[src/rtl/hbus_mon_pkg.sv]
`timescale 1ns/1ps
package hbus_mon_pkg;

  localparam int NIB_W = 4;

  typedef enum logic [2:0] {
    PH_IDLE, PH_START, PH_ADDR, PH_TAR1, PH_SYNC, PH_DATA, PH_TAR2
  } phase_e;

  typedef enum logic [2:0] {
    EV_START = 3'd0,
    EV_CTYPE = 3'd1,
    EV_ADDR  = 3'd2,
    EV_TAR1  = 3'd3,
    EV_SYNC  = 3'd4,
    EV_DATA  = 3'd5,
    EV_TAR2  = 3'd6
  } ev_kind_e;

  localparam logic [NIB_W-1:0] SYNC_READY  = 4'h0;
  localparam logic [NIB_W-1:0] SYNC_WAIT_S = 4'h5;
  localparam logic [NIB_W-1:0] SYNC_WAIT_L = 4'h6;
  localparam logic [NIB_W-1:0] SYNC_ERROR  = 4'hA;
  localparam logic [NIB_W-1:0] TAR_PULLED  = 4'hF;

  // cycle type lives on bits [3:1]; only 000..011 are decoded
  function automatic logic ctype_reserved(input logic [NIB_W-1:0] n);
    return n[3];
  endfunction

  function automatic logic ctype_is_mem(input logic [NIB_W-1:0] n);
    return n[2];
  endfunction

  function automatic logic sync_is_wait(input logic [NIB_W-1:0] n);
    return (n == SYNC_WAIT_S) || (n == SYNC_WAIT_L);
  endfunction

  function automatic logic sync_reserved(input logic [NIB_W-1:0] n);
    return !((n == SYNC_READY) || sync_is_wait(n) || (n == SYNC_ERROR));
  endfunction

endpackage

[src/rtl/hbus_phase_ctrl.sv]
`timescale 1ns/1ps
module hbus_phase_ctrl
  import hbus_mon_pkg::*;
#(
  parameter int IO_NIBS  = 4,
  parameter int MEM_NIBS = 8,
  parameter int CNT_W    = $clog2(MEM_NIBS)
) (
  input  logic             clk,
  input  logic             rst,
  input  logic             frame_n,
  input  logic [NIB_W-1:0] nib,
  output phase_e           phase_o,
  output logic             cnt_lsb_o,
  output logic             pend_o,
  output logic             ev_valid_o,
  output logic [2:0]       ev_kind_o
);

  localparam logic [CNT_W-1:0] IO_LAST  = CNT_W'(IO_NIBS - 1);
  localparam logic [CNT_W-1:0] MEM_LAST = CNT_W'(MEM_NIBS - 1);
  localparam logic [CNT_W-1:0] CNT_ONE  = CNT_W'(1);

  phase_e           phase_q, phase_d;
  logic [CNT_W-1:0] cnt_q, cnt_d;
  logic             mem_q, mem_d;
  logic             pend_q, pend_d;
  logic             emit;
  ev_kind_e         kind;
  logic [CNT_W-1:0] addr_last;

  assign addr_last = mem_q ? MEM_LAST : IO_LAST;

  always_comb begin
    phase_d = phase_q;
    cnt_d   = cnt_q;
    mem_d   = mem_q;
    pend_d  = 1'b0;
    emit    = pend_q;          // delayed cycle-type report
    kind    = EV_CTYPE;
    if (!frame_n) begin
      phase_d = PH_START;      // fresh start or abort
      cnt_d   = '0;
    end else begin
      case (phase_q)
        PH_IDLE: begin
          phase_d = PH_IDLE;
        end
        PH_START: begin
          emit    = 1'b1;
          kind    = EV_START;
          pend_d  = 1'b1;
          mem_d   = ctype_is_mem(nib);
          cnt_d   = '0;
          phase_d = ctype_reserved(nib) ? PH_IDLE : PH_ADDR;
        end
        PH_ADDR: begin
          if (cnt_q == addr_last) begin
            emit    = 1'b1;
            kind    = EV_ADDR;
            cnt_d   = '0;
            phase_d = PH_TAR1;
          end else begin
            cnt_d = cnt_q + CNT_ONE;
          end
        end
        PH_TAR1: begin
          emit = 1'b1;
          kind = EV_TAR1;
          if (cnt_q[0]) begin
            cnt_d   = '0;
            phase_d = PH_SYNC;
          end else begin
            cnt_d = CNT_ONE;
          end
        end
        PH_SYNC: begin
          emit = 1'b1;
          kind = EV_SYNC;
          if (nib == SYNC_READY) begin
            cnt_d   = '0;
            phase_d = PH_DATA;
          end else if (!sync_is_wait(nib)) begin
            phase_d = PH_IDLE;
          end
        end
        PH_DATA: begin
          if (cnt_q[0]) begin
            emit    = 1'b1;
            kind    = EV_DATA;
            cnt_d   = '0;
            phase_d = PH_TAR2;
          end else begin
            cnt_d = CNT_ONE;
          end
        end
        PH_TAR2: begin
          emit = 1'b1;
          kind = EV_TAR2;
          if (cnt_q[0]) begin
            cnt_d   = '0;
            phase_d = PH_IDLE;
          end else begin
            cnt_d = CNT_ONE;
          end
        end
        default: phase_d = PH_IDLE;
      endcase
    end
  end

  always_ff @(posedge clk) begin
    if (rst) begin
      phase_q    <= PH_IDLE;
      cnt_q      <= '0;
      mem_q      <= 1'b0;
      pend_q     <= 1'b0;
      ev_valid_o <= 1'b0;
      ev_kind_o  <= '0;
    end else begin
      phase_q    <= phase_d;
      cnt_q      <= cnt_d;
      mem_q      <= mem_d;
      pend_q     <= pend_d;
      ev_valid_o <= emit;
      ev_kind_o  <= kind;
    end
  end

  assign phase_o   = phase_q;
  assign cnt_lsb_o = cnt_q[0];
  assign pend_o    = pend_q;

  AST_FRAME_LOW_ENTERS_START: assert property (@(posedge clk) disable iff (rst)
    !frame_n |=> phase_q == PH_START);

  AST_ADDR_COUNT_BOUNDED: assert property (@(posedge clk) disable iff (rst)
    phase_q == PH_ADDR |-> cnt_q <= addr_last);

endmodule

[src/rtl/hbus_field_accum.sv]
`timescale 1ns/1ps
module hbus_field_accum
  import hbus_mon_pkg::*;
#(
  parameter int VAL_W = 32
) (
  input  logic             clk,
  input  logic             rst,
  input  logic             frame_n,
  input  logic [NIB_W-1:0] nib,
  input  phase_e           phase,
  input  logic             cnt_lsb,
  input  logic             pend,
  output logic [NIB_W-1:0] start_nib_o,
  output logic [VAL_W-1:0] ev_value_o
);

  logic [NIB_W-1:0] start_q;
  logic [NIB_W-1:0] ctype_q;
  logic [NIB_W-1:0] data_lo_q;
  logic [VAL_W-1:0] addr_q;
  logic [VAL_W-1:0] addr_shift;
  logic [VAL_W-1:0] val_d;

  assign addr_shift = {addr_q[VAL_W-NIB_W-1:0], nib};

  always_comb begin
    val_d = '0;
    if (pend) begin
      val_d = VAL_W'(ctype_q);
    end else if (frame_n) begin
      case (phase)
        PH_START: val_d = VAL_W'(start_q);
        PH_ADDR:  val_d = addr_shift;
        PH_TAR1,
        PH_TAR2:  val_d = VAL_W'({cnt_lsb, nib});
        PH_SYNC:  val_d = VAL_W'(nib);
        PH_DATA:  val_d = VAL_W'({nib, data_lo_q});
        default:  val_d = '0;
      endcase
    end
  end

  always_ff @(posedge clk) begin
    if (rst) begin
      start_q    <= '0;
      ctype_q    <= '0;
      data_lo_q  <= '0;
      addr_q     <= '0;
      ev_value_o <= '0;
    end else begin
      ev_value_o <= val_d;
      if (!frame_n) begin
        start_q <= nib;
      end else begin
        if (phase == PH_START) begin
          ctype_q <= nib;
          addr_q  <= '0;
        end
        if (phase == PH_ADDR) addr_q <= addr_shift;
        if (phase == PH_DATA && !cnt_lsb) data_lo_q <= nib;
      end
    end
  end

  assign start_nib_o = start_q;

endmodule

[src/rtl/hbus_rule_check.sv]
`timescale 1ns/1ps
module hbus_rule_check
  import hbus_mon_pkg::*;
(
  input  logic             clk,
  input  logic             rst,
  input  logic             frame_n,
  input  logic [NIB_W-1:0] nib,
  input  phase_e           phase,
  input  logic [NIB_W-1:0] start_nib,
  output logic             warn_unstable_o,
  output logic             warn_ctype_o,
  output logic             warn_tar_o,
  output logic             warn_sync_o
);

  logic in_tar;
  assign in_tar = (phase == PH_TAR1) || (phase == PH_TAR2);

  always_ff @(posedge clk) begin
    if (rst) begin
      warn_unstable_o <= 1'b0;
      warn_ctype_o    <= 1'b0;
      warn_tar_o      <= 1'b0;
      warn_sync_o     <= 1'b0;
    end else begin
      warn_unstable_o <= !frame_n && (phase == PH_START) && (nib != start_nib);
      warn_ctype_o    <= frame_n && (phase == PH_START) && ctype_reserved(nib);
      warn_tar_o      <= frame_n && in_tar && (nib != TAR_PULLED);
      warn_sync_o     <= frame_n && (phase == PH_SYNC) && sync_reserved(nib);
    end
  end

  AST_UNSTABLE_NEEDS_LOW_FRAME: assert property (@(posedge clk) disable iff (rst)
    warn_unstable_o |-> $past(!frame_n));

endmodule

[src/rtl/hbus_txn_monitor.sv]
`timescale 1ns/1ps
module hbus_txn_monitor
  import hbus_mon_pkg::*;
#(
  parameter int IO_ADDR_NIBS  = 4,
  parameter int MEM_ADDR_NIBS = 8
) (
  input  logic                         clk,
  input  logic                         rst,
  input  logic                         bus_frame_n,
  input  logic [3:0]                   bus_nib,
  output logic                         ev_valid,
  output logic [2:0]                   ev_kind,
  output logic [MEM_ADDR_NIBS*4-1:0]   ev_value,
  output logic                         warn_unstable,
  output logic                         warn_ctype,
  output logic                         warn_tar,
  output logic                         warn_sync
);

  localparam int VAL_W = MEM_ADDR_NIBS * NIB_W;
  localparam int CNT_W = $clog2(MEM_ADDR_NIBS);

  phase_e           phase;
  logic             cnt_lsb;
  logic             pend;
  logic [NIB_W-1:0] start_nib;

  hbus_phase_ctrl #(
    .IO_NIBS  (IO_ADDR_NIBS),
    .MEM_NIBS (MEM_ADDR_NIBS),
    .CNT_W    (CNT_W)
  ) u_ctrl (
    .clk        (clk),
    .rst        (rst),
    .frame_n    (bus_frame_n),
    .nib        (bus_nib),
    .phase_o    (phase),
    .cnt_lsb_o  (cnt_lsb),
    .pend_o     (pend),
    .ev_valid_o (ev_valid),
    .ev_kind_o  (ev_kind)
  );

  hbus_field_accum #(
    .VAL_W (VAL_W)
  ) u_accum (
    .clk         (clk),
    .rst         (rst),
    .frame_n     (bus_frame_n),
    .nib         (bus_nib),
    .phase       (phase),
    .cnt_lsb     (cnt_lsb),
    .pend        (pend),
    .start_nib_o (start_nib),
    .ev_value_o  (ev_value)
  );

  hbus_rule_check u_rules (
    .clk             (clk),
    .rst             (rst),
    .frame_n         (bus_frame_n),
    .nib             (bus_nib),
    .phase           (phase),
    .start_nib       (start_nib),
    .warn_unstable_o (warn_unstable),
    .warn_ctype_o    (warn_ctype),
    .warn_tar_o      (warn_tar),
    .warn_sync_o     (warn_sync)
  );

  AST_CTYPE_FOLLOWS_START: assert property (@(posedge clk) disable iff (rst)
    (ev_valid && ev_kind == EV_CTYPE) |-> $past(ev_valid && ev_kind == EV_START));

  AST_CTYPE_WARN_WITH_START: assert property (@(posedge clk) disable iff (rst)
    warn_ctype |-> (ev_valid && ev_kind == EV_START));

  AST_TAR_WARN_WITH_TAR: assert property (@(posedge clk) disable iff (rst)
    warn_tar |-> (ev_valid && (ev_kind == EV_TAR1 || ev_kind == EV_TAR2)));

  AST_SYNC_WARN_WITH_SYNC: assert property (@(posedge clk) disable iff (rst)
    warn_sync |-> (ev_valid && ev_kind == EV_SYNC));

  AST_UNSTABLE_SILENT: assert property (@(posedge clk) disable iff (rst)
    warn_unstable |-> !ev_valid);

  AST_DATA_THEN_TAR2: assert property (@(posedge clk) disable iff (rst)
    (ev_valid && ev_kind == EV_DATA) |-> phase == PH_TAR2);

endmodule

[config.mk]
export PLATFORM = sky130hd
export DESIGN_NAME = hbus_txn_monitor
export DESIGN_NICKNAME = d
export VERILOG_FILES = /design/src/rtl/hbus_mon_pkg.sv /design/src/rtl/hbus_phase_ctrl.sv /design/src/rtl/hbus_field_accum.sv /design/src/rtl/hbus_rule_check.sv /design/src/rtl/hbus_txn_monitor.sv
export SDC_FILE = /design/constraint.sdc
export NUM_CORES = 1
export LEC_CHECK = 0
export ABC_AREA = 1
export BUFFER_PORTS_ARGS = -buffer_cell sky130_fd_sc_hd__clkbuf_2
export CAP_MARGIN = 20
export CORE_MARGIN = 1.5
export CORE_UTILIZATION = 40
export CTS_BUF_LIST = sky130_fd_sc_hd__clkbuf_8
export CTS_CLUSTER_SIZE = 40
export DETAILED_ROUTE_END_ITERATION = 10
export PLACE_DENSITY_LB_ADDON = 0.3
export SYNTH_ARGS = -nofsm -noshare
export SYNTH_HDL_FRONTEND = slang
export SYNTH_SLANG_ARGS = --single-unit
[constraint.sdc]
create_clock -name clk -period 3.9 [get_ports clk]
set_clock_uncertainty 0.05 [all_clocks]
set_input_delay 0.78 -clock clk [delete_from_list [all_inputs] [get_ports clk]]
set_output_delay 0.78 -clock clk [all_outputs]
set_load 0.05 [all_outputs]
==> flow_metrics.env <==
export IMPL_status="complete, no violations"
export IMPL_grt_max_degree=36
export IMPL_worstPathRequired_ns=4.09
export IMPL_cts_root_buf="clkbuf_8"
export IMPL_max_slew_margin_pct=61.0
export IMPL_initialDrtViolationCount=147
export IMPL_finalSetupTns_ns=0
export IMPL_nNetsFinal=446
export IMPL_critPathMaxFanout=33
export IMPL_synthAdderAreaFrac_pct=0.769
export IMPL_grt_ovfl_total=0
export IMPL_synth_simple_area_share_pct=24.1
export IMPL_antenna_found_initial=0
export IMPL_dieArea_mm2=0.00869
export IMPL_wl_per_cell_um=13.5
export IMPL_stdcell_count=544
export IMPL_grt_usage_pct=18.2
export IMPL_synth_compound_area_share_pct=13.1
export IMPL_cts_clk_slew_worst_paths_ns=0.09
export IMPL_yosys_top_cells_area="dfxtp_1, nand2_1, nand3_1"
export IMPL_htreeDepth=3
export IMPL_p_total_mw=1.65
export IMPL_cts_hold_buf=0
export IMPL_num_io_pins=47
export IMPL_setup_violations=0
export IMPL_drive_gt1_share_pct=18.3
export IMPL_ctsResizeCount=0
export IMPL_grt_first_pass_wirelength_um=12300
export IMPL_grt_pass1_vias=2529
export IMPL_worstMarginPinSlew_ns=0.579
export IMPL_synth_area_per_cell_um2=8.20
export IMPL_syn_cell_area_mm2=0.00326
export IMPL_cts_sinks=87
export IMPL_cts_buffers_inserted=9
export IMPL_ir_drop_mv=0.256
export IMPL_clock_latency_ns=0.36
export IMPL_core_area_mm2=0.00781
export IMPL_syn_num_nets=406
export IMPL_timing_hold_ws_ns=0.402
export IMPL_synth_top_area_share_pct=53.5
export IMPL_cts_tree="built"
export IMPL_powerDensity_mw_per_mm2=442
export IMPL_clk_path_buf_depth=2
export IMPL_place_congestion=0.880
export IMPL_via_count=2758
export IMPL_die_y_um=93.2
export IMPL_ys_warn_count=0
export IMPL_syn2layout_area_growth_pct=14.4
export IMPL_synth_top_family_by_area="simple AND/OR/NAND/NOR gates"
export IMPL_numPortBuffers=46
export IMPL_min_path_type="register to register"
export IMPL_rows=32
export IMPL_drtPass1Iterations=5
export IMPL_place_inst=528
export IMPL_drcViolationCount=0
export IMPL_synth_cell_types=34
export IMPL_synth_cells=397
export IMPL_utilization_pct=47.7
export IMPL_start_kind="primary input"
export IMPL_start_util_pct=41.7
export IMPL_fin_crit_ns=1.99
export IMPL_ys_ff_latch=87
export IMPL_vias_per_cell=5.07
export IMPL_synthXorXnorAreaFrac_pct=1.35
export IMPL_p_leak_nw=1.47
export IMPL_postCtsSetupBuffers=0
export IMPL_synth_top_area_cell="dfxtp_1"
export IMPL_synth_seq_area_share_pct=53.5
export IMPL_crit_type="primary input to register"
export IMPL_arrival_ns=2.19
export IMPL_routed_wirelength_um=7320
export IMPL_die_x_um=93.2
export IMPL_rsz0062_at_grt="no"
export IMPL_post_dp_hpwl_um=5070
export IMPL_post_route_period_util_pct=51.1
export IMPL_slew_violations=0
export IMPL_hold_viol_final=0
export IMPL_max_cap_violations=0
export IMPL_max_freq_mhz=502
export IMPL_num_antenna_cells=0
export IMPL_cp_end_kind="register"
export IMPL_ant_nets=0
export IMPL_synth_mux_area_share_pct=0
[cell usage in the layout, fill, tap and decap left out, types with 4 or more instances in the layout]
| cell | synthesis | layout |
|---|---|---|
| a21oi_1 | 29 | 29 |
| clkbuf_2 | 1 | 46 |
| clkbuf_8 | 0 | 9 |
| dfxtp_1 | 87 | 87 |
| inv_1 | 23 | 23 |
| inv_2 | 7 | 7 |
| nand2_1 | 71 | 71 |
| nand3_1 | 40 | 40 |
| nor2_1 | 42 | 42 |
| nor3_1 | 4 | 4 |
| o21ai_0 | 37 | 37 |
| o31ai_1 | 4 | 4 |
| xor2_1 | 5 | 5 |
[synth_stat cells]
cell,number
nor3_2,1
a31oi_1,1
o21ai_0,37
buf_4,5
nor3_1,4
dfxtp_1,87
o21ai_2,1
inv_1,23
clkinv_1,1
nand3b_1,1
nor2_8,1
nand3_4,1
nand3_1,40
o31ai_1,4
a22oi_1,1
o21ai_1,3
nand4_1,3
clkbuf_1,4
xor2_1,5
clkbuf_4,1
buf_6,2
a21boi_0,1
ha_1,2
nand2_2,3
o211ai_1,1
nand2_1,71
inv_2,7
o22ai_1,2
nand3_2,3
a21oi_1,29
nor2_1,42
clkbuf_2,1
buf_2,6
nor4_1,3
[flip-flops by register name, indices dropped and copies added (netlist names), 3 cells and up]
register             count
u_accum.ev_value_o      32
u_ctrl.ev_kind_o         3
u_ctrl.cnt_q             3
u_accum.data_lo_q        4
u_ctrl.phase_o           3
u_accum.addr_q          28
u_accum.ctype_q          4
u_accum.start_nib_o      4
[power breakdown]
| part | switching [mW] | total [mW] | internal, mW |
|---|---|---|---|
| Sequential | 0.00638 | 0.902 | 0.895 |
| Clock | 0.351 | 0.661 | 0.310 |
| Combinational | 0.0635 | 0.0825 | 0.0190 |
| Total | 0.421 | 1.65 | 1.22 |
[critical path: stages]
cell,delay [ns]
clkbuf_2,0.18
inv_2,0.19
nor2_8,0.07
inv_2,0.42
nor2_1,0.08
inv_1,0.10
nor2_1,0.06
inv_2,0.18
o21ai_1,0.12
[logic make-up (layout without fill, tap and decap cells)]
logic type      Yosys count  after routing
compound gates           80             80
flops                    87             87
xor+xnor                  5              5
simple gates            173            173
buf+inv                  50             95
fa+ha+maj                 2              2
[per-layer routing]
| metal | global-route usage [%] | share of wire (%) | vias up |
|---|---|---|---|
| met3 | 5.45 | 5.7 | 13 |
| met1 | 23.3 | 47 | 1267 |
| li1 | - | - | 1392 |
| met2 | 29.1 | 46 | 86 |
| met5 | 0 | 0 | - |
| met4 | 5.93 | 1.7 | 0 |
[layout make-up]
class,count,area (um2)
multi-input combinational,260,1280
fill,783,4080
tap,102,128
timing repair buffer,48,245
sequential,87,1740
clock inverter,7,90.1
clock buffer,9,124
inverter,31,116
[stage by stage]
stage | setup slack [ns] | cell area (um2)
after global placement | 1.53 | 3510
after global routing | 1.72 | 3720
final | 1.91 | 3720
after CTS | 1.91 | 3720
after detailed placement | 1.52 | 3510
after floorplan | 2.14 | 3260
[path summary, 6_finish.rpt]
path	depth (start not counted)	to	slack, ns	startpoint
setup reg to reg	7	u_ctrl.phase_o[0]	2.09	u_ctrl.phase_o[0]
setup / recovery	9	u_accum.ev_value_o[3]	1.91	bus_frame_n
hold / removal	2	u_accum.data_lo_q[2]	0.40	u_accum.data_lo_q[2]
hold reg to reg	2	u_accum.data_lo_q[2]	0.40	u_accum.data_lo_q[2]
Note: power is estimated with default switching activity, not from simulation.
